File: config.mk
export PLATFORM = sky130hd
export DESIGN_NAME = xt_bus_encoder
export DESIGN_NICKNAME = d
export VERILOG_FILES = /design/src/rtl/xt_enc_pkg.sv /design/src/rtl/xt_group_cost.sv /design/src/rtl/xt_cluster_judge.sv /design/src/rtl/xt_out_stage.sv /design/src/rtl/xt_bus_encoder.sv
export SDC_FILE = /design/constraint.sdc
export NUM_CORES = 1
export LEC_CHECK = 0
export BUFFER_PORTS_ARGS = -buffer_cell sky130_fd_sc_hd__buf_4
export CORE_AREA = 2 2 163 181
export DETAILED_ROUTE_END_ITERATION = 8
export DIE_AREA = 0 0 165 183
export PLACE_DENSITY = 0.67
export SKIP_CTS_REPAIR_TIMING = 1
export SLEW_MARGIN = 20
export SYNTH_ARGS = -nofsm -noshare
export SYNTH_HDL_FRONTEND = slang
export SYNTH_SLANG_ARGS = --single-unit
File: constraint.sdc
create_clock -name clk -period 6.3 [get_ports clk]
set_input_delay 0.63 -clock clk [delete_from_list [all_inputs] [get_ports clk]]
set_output_delay 0.63 -clock clk [all_outputs]
set_load 0.005 [all_outputs]
File: src/rtl/xt_enc_pkg.sv
// Shared constants, mode type and coupling-weight helpers for the
// cluster bus-invert encoder. Assumes wires are compared against the
// registered bus word of the previous transfer.
package xt_enc_pkg;

    localparam int CL_DATA  = 4;            // data bits per cluster
    localparam int CL_WIRES = CL_DATA + 1;  // data wires plus invert wire
    localparam int GRP_CNT  = CL_WIRES;     // groups a cluster may judge
    localparam int GRP_W    = 3;            // weight of one group: 0..4
    localparam int SUM_W    = $clog2(GRP_CNT * 4 + 1);

    // Strictness of the avoidance rule.
    typedef enum logic {
        XT_AVOID_T43  = 1'b0,   // reject weight 3 and 4
        XT_AVOID_T432 = 1'b1    // reject weight 2, 3 and 4
    } xt_mode_e;

    // Coupling seen between a centre wire and one neighbour.
    function automatic logic [1:0] pair_cost(input logic c_old, input logic c_new,
                                             input logic s_old, input logic s_new);
        logic tc;
        logic ts;
        tc = c_old ^ c_new;
        ts = s_old ^ s_new;
        if (tc && ts)
            return (c_new == s_new) ? 2'd0 : 2'd2;
        else if (tc || ts)
            return 2'd1;
        else
            return 2'd0;
    endfunction

    // Lowest group weight that counts as forbidden in a mode.
    function automatic logic [GRP_W-1:0] limit_of(input xt_mode_e m);
        return (m == XT_AVOID_T432) ? 3'd2 : 3'd3;
    endfunction

endpackage

File: src/rtl/xt_group_cost.sv
// Weight of one three-wire group: the coupling the centre wire (index 1)
// sees from both neighbours between the old and new levels. Purely
// combinational; assumes bit 1 of each vector is the centre wire.
module xt_group_cost
    import xt_enc_pkg::*;
(
    input  logic [2:0]       prv,
    input  logic [2:0]       nxt,
    output logic [GRP_W-1:0] cost
);

    logic [1:0] left_c;
    logic [1:0] right_c;

    // Weight against each neighbour, then the total.
    assign left_c  = pair_cost(prv[1], nxt[1], prv[0], nxt[0]);
    assign right_c = pair_cost(prv[1], nxt[1], prv[2], nxt[2]);
    assign cost    = {1'b0, left_c} + {1'b0, right_c};

endmodule

File: src/rtl/xt_cluster_judge.sv
// Invert decision for one four-bit cluster. Builds the plain and the
// inverted candidate, weighs every judged three-wire group against the
// registered bus, and selects per the avoidance and tie rules.
// Assumes: neighbour levels outside the cluster are estimates supplied
// by the parent (left neighbour unchanged, right neighbour from its
// registered invert wire).
module xt_cluster_judge
    import xt_enc_pkg::*;
#(
    parameter xt_mode_e MODE      = XT_AVOID_T432,
    parameter bit       HAS_LEFT  = 1'b1,
    parameter bit       HAS_RIGHT = 1'b1
) (
    input  logic [CL_DATA-1:0]  data,
    input  logic [CL_WIRES-1:0] prev_w,
    input  logic                left_prev,
    input  logic                right_prev,
    input  logic                right_next,
    output logic                inv_sel,
    output logic                true_bad,
    output logic                inv_bad
);

    localparam int               EXT_W = CL_WIRES + 2;
    localparam logic [GRP_W-1:0] LIMIT = limit_of(MODE);

    logic [EXT_W-1:0] old_ext;
    logic [EXT_W-1:0] new_ext  [2];
    logic [GRP_W-1:0] cost     [2][GRP_CNT];
    logic [GRP_W-1:0] cost_en  [2][GRP_CNT];
    logic [GRP_CNT-1:0] grp_bad [2];
    logic [SUM_W-1:0] sum      [2];

    // Extended vectors: index 0 left neighbour, 1..5 own wires, 6 right.
    assign old_ext    = {right_prev, prev_w, left_prev};
    assign new_ext[0] = {right_next, 1'b0, data, left_prev};
    assign new_ext[1] = {right_next, 1'b1, ~data, left_prev};

    for (genvar c = 0; c < 2; c++) begin : g_cand
        for (genvar g = 0; g < GRP_CNT; g++) begin : g_grp
            localparam bit EN = (g == 0) ? HAS_LEFT :
                                ((g == GRP_CNT - 1) ? HAS_RIGHT : 1'b1);

            xt_group_cost u_cost (
                .prv  (old_ext[g +: 3]),
                .nxt  (new_ext[c][g +: 3]),
                .cost (cost[c][g])
            );

            // Mask groups that this cluster does not judge.
            assign cost_en[c][g] = EN ? cost[c][g] : '0;
            assign grp_bad[c][g] = EN && (cost[c][g] >= LIMIT);
        end
    end

    // Total judged weight of each candidate.
    always_comb begin
        for (int c = 0; c < 2; c++) begin
            sum[c] = '0;
            for (int g = 0; g < GRP_CNT; g++)
                sum[c] = sum[c] + SUM_W'(cost_en[c][g]);
        end
    end

    assign true_bad = |grp_bad[0];
    assign inv_bad  = |grp_bad[1];

    // Selection line for the 2-to-1 data/complement multiplexer.
    always_comb begin
        if (!true_bad)
            inv_sel = 1'b0;
        else if (!inv_bad)
            inv_sel = 1'b1;
        else
            inv_sel = (sum[1] < sum[0]);
    end

endmodule

File: src/rtl/xt_out_stage.sv
// Single register stage with valid/ready flow control. Holds the bus
// word, which also serves as the previous-state reference. Assumes the
// word on word_d is only meaningful while in_valid is high.
module xt_out_stage #(
    parameter int BUS_W = 10
) (
    input  logic             clk,
    input  logic             rst_n,
    input  logic             in_valid,
    output logic             in_ready,
    input  logic [BUS_W-1:0] word_d,
    output logic             out_valid,
    input  logic             out_ready,
    output logic [BUS_W-1:0] bus_q
);

    logic fire;

    // Accept when empty or when the held word is being taken.
    assign in_ready = !out_valid || out_ready;
    assign fire     = in_valid && in_ready;

    // Bus word register, updated only on accepted transfers.
    always_ff @(posedge clk) begin
        if (!rst_n)
            bus_q <= '0;
        else if (fire)
            bus_q <= word_d;
    end

    // Output valid flag.
    always_ff @(posedge clk) begin
        if (!rst_n)
            out_valid <= 1'b0;
        else if (fire)
            out_valid <= 1'b1;
        else if (out_ready)
            out_valid <= 1'b0;
    end

endmodule

File: src/rtl/xt_bus_encoder.sv
// Top of the cluster bus-invert encoder. Splits in_data into four-bit
// clusters, lets each cluster judge plain versus inverted transmission
// against the registered bus, multiplexes the result and registers it.
// Assumes DATA_W is a non-zero multiple of 4.
module xt_bus_encoder
    import xt_enc_pkg::*;
#(
    parameter int       DATA_W = 32,
    parameter xt_mode_e MODE   = XT_AVOID_T432,
    localparam int      N_CL   = DATA_W / CL_DATA,
    localparam int      BUS_W  = DATA_W + N_CL
) (
    input  logic              clk,
    input  logic              rst_n,
    input  logic              in_valid,
    output logic              in_ready,
    input  logic [DATA_W-1:0] in_data,
    output logic              out_valid,
    input  logic              out_ready,
    output logic [BUS_W-1:0]  out_bus
);

    logic [BUS_W-1:0] bus_q;
    logic [BUS_W-1:0] word_d;
    logic [N_CL-1:0]  inv_w;
    logic [N_CL-1:0]  true_bad_w;
    logic [N_CL-1:0]  inv_bad_w;

    for (genvar k = 0; k < N_CL; k++) begin : g_cl
        logic lp;
        logic rp;
        logic rn;

        // Left neighbour: previous cluster's registered invert wire.
        if (k > 0) begin : g_left
            assign lp = bus_q[CL_WIRES*k - 1];
        end else begin : g_noleft
            assign lp = 1'b0;
        end

        // Right neighbour: next cluster's first wire, estimated with its
        // registered invert decision.
        if (k < N_CL - 1) begin : g_right
            assign rp = bus_q[CL_WIRES*(k+1)];
            assign rn = in_data[CL_DATA*(k+1)] ^ bus_q[CL_WIRES*(k+1) + CL_DATA];
        end else begin : g_noright
            assign rp = 1'b0;
            assign rn = 1'b0;
        end

        xt_cluster_judge #(
            .MODE      (MODE),
            .HAS_LEFT  (k > 0),
            .HAS_RIGHT (k < N_CL - 1)
        ) u_judge (
            .data       (in_data[CL_DATA*k +: CL_DATA]),
            .prev_w     (bus_q[CL_WIRES*k +: CL_WIRES]),
            .left_prev  (lp),
            .right_prev (rp),
            .right_next (rn),
            .inv_sel    (inv_w[k]),
            .true_bad   (true_bad_w[k]),
            .inv_bad    (inv_bad_w[k])
        );

        // Data/complement multiplexer plus invert wire.
        assign word_d[CL_WIRES*k +: CL_WIRES] =
            {inv_w[k], in_data[CL_DATA*k +: CL_DATA] ^ {CL_DATA{inv_w[k]}}};
    end

    xt_out_stage #(
        .BUS_W (BUS_W)
    ) u_stage (
        .clk       (clk),
        .rst_n     (rst_n),
        .in_valid  (in_valid),
        .in_ready  (in_ready),
        .word_d    (word_d),
        .out_valid (out_valid),
        .out_ready (out_ready),
        .bus_q     (bus_q)
    );

    assign out_bus = bus_q;

endmodule

# Word level (Yosys, flattened, before mapping)

Index checks and enable logic that the tools add are counted.

Flip-flop bits (word level): 41
Bits of input ports: 36
Output and inout port bits: 42
Logic and storage cells: 952

Add/sub/neg operators: 136
Order comparisons: 84
Equal/unequal tests: 94
Multiplexer cells: 358
Bitwise operators: 102
Reductions and logical operators: 176

Operator list:

| operator                                                           | count |
|---|---|
| 2-to-1 mux 2 bit                                                   | 248 |
| adder 2 x 2 -> 3 bit                                               | 76 |
| greater-or-equal comparator 3 x 2 -> 1 bit (second input constant) | 76 |
| adder 5 x 3 -> 5 bit                                               | 43 |
| 2-to-1 mux 1 bit                                                   | 110 |
| == test 1 bit                                                      | 94 |
| logical AND 1 bit                                                  | 79 |
| logical OR 1 bit                                                   | 79 |
| bitwise XOR 1 bit                                                  | 78 |
| adder 3 x 3 -> 4 bit                                               | 16 |
| OR reduction 5 bit                                                 | 12 |
| less-than comparator 5 bit                                         | 8 |
| NOT 4 bit                                                          | 8 |
| bitwise XOR 4 bit                                                  | 8 |
| OR reduction 4 bit                                                 | 4 |
| NOT 1 bit                                                          | 8 |
| adder 4 x 3 -> 5 bit                                               | 1 |
| nonzero test 2 bit                                                 | 1 |
| zero test 1 bit                                                    | 1 |

# Logic depth before layout (Yosys ltp)

Depth after elaboration: 14
Mapped depth: 23

# Hierarchy

Synthesis repeated with hierarchy kept, for this count alone.

Cell total of the unflattened synthesis: 1,793
Area total of the unflattened synthesis: 17,172.7 um^2

By module, submodules not included:

| module                                  | times used | cells each | area each (um^2) | sequential area each (um^2) |
|---|---|---|---|---|
| xt_group_cost                           | 76         | 11         | 113.9            | 0.0 |
| xt_cluster_judge at g_cl[1].u_judge ... | 6          | 97         | 859.6            | 0.0 |
| xt_out_stage                            | 1          | 179        | 1,682.9          | 820.8 |
| xt_cluster_judge at g_cl[7].u_judge     | 1          | 77         | 671.9            | 0.0 |
| xt_cluster_judge at g_cl[0].u_judge     | 1          | 79         | 661.9            | 0.0 |
| xt_bus_encoder                          | 1          | 40         | 345.3            | 0.0 |

# Worst setup path after synthesis

OpenSTA, ideal clock, no wires.

Kind: in2reg
Start point: input port in_data[5]
End point: register u_stage.bus_q[9]
Arrival time: 5,658 ps
Data required time: 6,224 ps
Setup slack: 567 ps
Stages: 22
Buffers on the path: 1
Cells stage by stage: clkbuf_1 > xor2_1 > inv_1 > ha_1 > ha_1 > inv_1 > fa_1 > inv_1 > fa_1 > xnor2_1 > fa_1 > fa_1 > inv_1 > ha_1 > a21o_1 > a21oi_1 > xnor2_1 > ha_1 > a21o_1 > a31oi_1 > o21ai_0 > a21boi_0

Word-level cells in the longest chain between the ends: 13
Elaborated cells between the ends (all ways): 64
Those cells by class: add/sub: 14; order compare: 7; eq/ne: 8; mux: 22; bitwise: 3; reduce/logical: 10

Ends and longest elaborated chain:

| what                              | line                               | RTL |
|---|---|---|
| start: declaration                | xt_bus_encoder.sv:17               | `input logic [DATA_W-1:0] in_data,` |
| NOT 4 bit                         | xt_cluster_judge.sv:37             | `assign new_ext[1] = {right_next, 1'b1, ~data, left_prev};` |
| bitwise XOR 1 bit                 | xt_enc_pkg.sv:23, xt_enc_pkg.sv:24 |  |
| logical OR 1 bit                  | xt_enc_pkg.sv:27                   | `else if (tc \|\| ts)` |
| 2-to-1 mux 1 bit                  | xt_enc_pkg.sv:27                   |  |
| 2-to-1 mux 2 bit                  | xt_enc_pkg.sv:25                   | `if (tc && ts)` |
| adder 2 x 2 -> 3 bit              | xt_group_cost.sv:18                | `assign cost = {1'b0, left_c} + {1'b0, right_c};` |
| adder 3 x 3 -> 4 bit              | xt_cluster_judge.sv:61             | `sum[c] = sum[c] + SUM_W'(cost_en[c][g]);` |
| adder 5 x 3 -> 5 bit (3 in a row) | xt_cluster_judge.sv:61             |  |
| less-than comparator 5 bit        | xt_cluster_judge.sv:75             | `inv_sel = (sum[1] < sum[0]);` |
| 2-to-1 mux 1 bit                  | xt_cluster_judge.sv:72             | `else if (!inv_bad)` |
| 2-to-1 mux 1 bit (*)              | xt_cluster_judge.sv:70             | `if (!true_bad)` |
| end signal: assignment            | xt_out_stage.sv:28                 | `bus_q <= word_d;` |
| end: declaration                  | xt_out_stage.sv:14                 | `output logic [BUS_W-1:0] bus_q` |

Mark *: on every way between the ends. The rest lies on a longest branch, timed or not.
A chain may end at the register's enable or synchronous reset.

# Final worst setup path

Start point: input port in_data[14]
End point: register u_stage.bus_q[19]

Same word-level chain as after synthesis.

==> qor.yml <==
drt:
  vias_per_cell: 5.23
  wl_per_cell_um: 14.3
  firstDrtPassIters: 5
  drc: 0
  ant_nets: 0
  drt_iter0_drc: 450
  vias: 10400
  wirelength_mm: 28.5
floorplan:
  core_area_mm2: 0.0284
  initial_core_util: 0.495
  dieWidth_um: 165
  die_area_mm2: 0.0302
  rows: 65
  die_y_um: 183
  pin_count: 78
timing:
  setup_viol: 0
  maxSlewHeadroom: 0.367
  rsz0062_at_grt: "no"
  period_needed_ns: 5.77
  slew_viol_final: 0
  tightest_slew_ns: 0.941
  skew_ns: 0.0115
  fmax_ghz: 0.173
  hold_violations: 0
  min_period_over_period: 0.917
  finalSetupTns_ns: 0
run:
  drv_cap: 0
cts:
  cts_max_level: 2
  cts_tree: "built"
  clkTransAtPathRegs_ns: 0.06
  cts_buffers: 5
  clkLatencyLatePin_ns: 0.30
  clockBufferDepth: 2
  clock-sinks: 41
  cts_root_buf: "clkbuf_16"
synthesis:
  synth_nets: 2080
  syn_area_mm2: 0.0140
  synth-seq-cells: 41
  ys_seq_area_frac: 0.0584
  synth_edf_count: 0
  async_flop_share: 0
  synthTopCellsByArea: "ha_1 (28%), fa_1 (24%), inv_1 (9.6%)"
  synth_top_area_frac: 0.281
  synth_area_leader_cell: "ha_1"
  synth_cell_types: 52
  ys_warn_count: 0
  synth-main-ff-cell: "dfxtp_1"
  syn_avg_cell_area_um2: 8.99
  syn_inst: 1562
hold_path:
  hp-class: "register to register"
worst_setup_path:
  critical_path_required_ns: 6.52
  cp_max_fo: 5
  endpoint_kind: "register"
  slowest_delay_ns: 0.53
  worstPathArrival_ns: 6.00
  path_cells: "buf_4, xor2_1, inv_1, ha_1, ha_1, inv_1, fa_1, inv_1, fa_1, fa_1, inv_1, fa_1, inv_1, ha_1, fa_1, ha_1, a21oi_1, o21ai_0, a31oi_1, o21ai_0, a21boi_0"
  slowest_stage: "fa_1"
  worstSetupPathType: "input port to register"
  cp-start-kind: "input port"
grt:
  grt_pass1_vias: 11000
  antenna_found_initial: 1
  grt_first_pass_wirelength_mm: 50.4
  grt_use_total: 0.200
  overflow: 0
  grt_max_degree: 106
finish:
  drive_gt1_frac: 0.0804
  syn2layout_area_growth_pct: 7.88
  final_nets: 2134
place:
  place_congestion: 0.854
  dp_hpwl_mm: 24.7
  io_buffers: 77
outcome:
  status: "finished, final reports clean"
area by class of cell:
cell class	instances	area, um2
multi-input cells	1110	11600
fillers	2610	13200
inverters	361	1360
well taps	368	460
repair buffers	97	728
clock inverters	2	35.0
diodes	1	2.50
clock buffers	5	125
flip-flops and latches	41	821
stage by stage:
stage	std cells	worst slack, ns	hold WS [ns]	cell area [um2]	util
floorplan	1562	0.567	0.506	14000	-
global placement	1977	0.323	0.529	15000	0.528
detailed placement	1977	0.213	0.538	15000	0.528
CTS	1984	0.534	0.554	15200	0.534
global route	1985	0.119	0.583	15200	0.534
finish	1985	0.525	0.553	15200	0.534
flip-flops by register name, indices dropped and copies added, names as in the netlist:
name / count
u_stage.bus_q: 40
u_stage.out_valid: 1
cell usage in the layout (no fill, tap or decap), drive strengths merged, types with 6 or more instances in the layout:
cell	n
and2	33
a31oi	8
nor4b	29
inv	361
nand4	6
mux2i	8
xor2	79
nor3	6
a21boi	7
nand3	53
ha	316
a21oi	26
o21ai	31
dfxtp	41
nor2b	8
a32oi	32
a21o	56
fa	166
buf	97
xnor2	58
nand2	84
and3	36
nor2	15
nor4	8
a31o	6
critical path, delay by kind of cell:
family / cells / cell delay, ns
fa+ha+maj: 9 / 3.54
compound gates: 5 / 1.03
buf+inv: 6 / 0.48
xor+xnor: 1 / 0.29
cell usage after synthesis (all sizes together), types with 31 or more instances:
cell type / number
a21o: 56
xnor2: 58
ha: 316
nand2: 84
and2: 33
dfxtp: 41
xor2: 79
and3: 36
o21ai: 31
fa: 166
a32oi: 32
clkbuf: 31
nand3: 53
inv: 361
worst paths after layout:
check                                 start                              to  slack (ns)  depth (start not counted)
max                             in_data[14]  u_stage.bus_q[19]$_SDFFE_PN0P_        0.53                         21
min          u_stage.bus_q[38]$_SDFFE_PN0P_  u_stage.bus_q[38]$_SDFFE_PN0P_        0.55                          2
max reg2reg  u_stage.bus_q[17]$_SDFFE_PN0P_  u_stage.bus_q[19]$_SDFFE_PN0P_        0.58                         20
min reg2reg  u_stage.bus_q[38]$_SDFFE_PN0P_  u_stage.bus_q[38]$_SDFFE_PN0P_        0.55                          2
cells by family after synthesis:
kind of cell | count (synthesis) | share of synthesized area
adders and majority gates | 482 | 0.518
muxes | 8 | 0.00570
DFF | 41 | 0.0584
AOI/OAI and AO/OA | 175 | 0.0884
and+or+nand+nor | 308 | 0.130
buffers and inverters | 411 | 0.114
xor gates and xnor gates | 137 | 0.0854
metal layers:
layer | share of wire | up-vias | wire length (um) | GRT usage
met5 | 0 | - | 0 | 0
met4 | 0.0099 | 0 | 281 | 0.0299
met3 | 0.032 | 18 | 920 | 0.0217
met2 | 0.51 | 147 | 14500 | 0.366
met1 | 0.45 | 5012 | 12800 | 0.258
li1 | - | 5202 | - | -
Power is not shown: default switching activity piles up to over one toggle a cycle in this logic, so the estimate is an artifact.
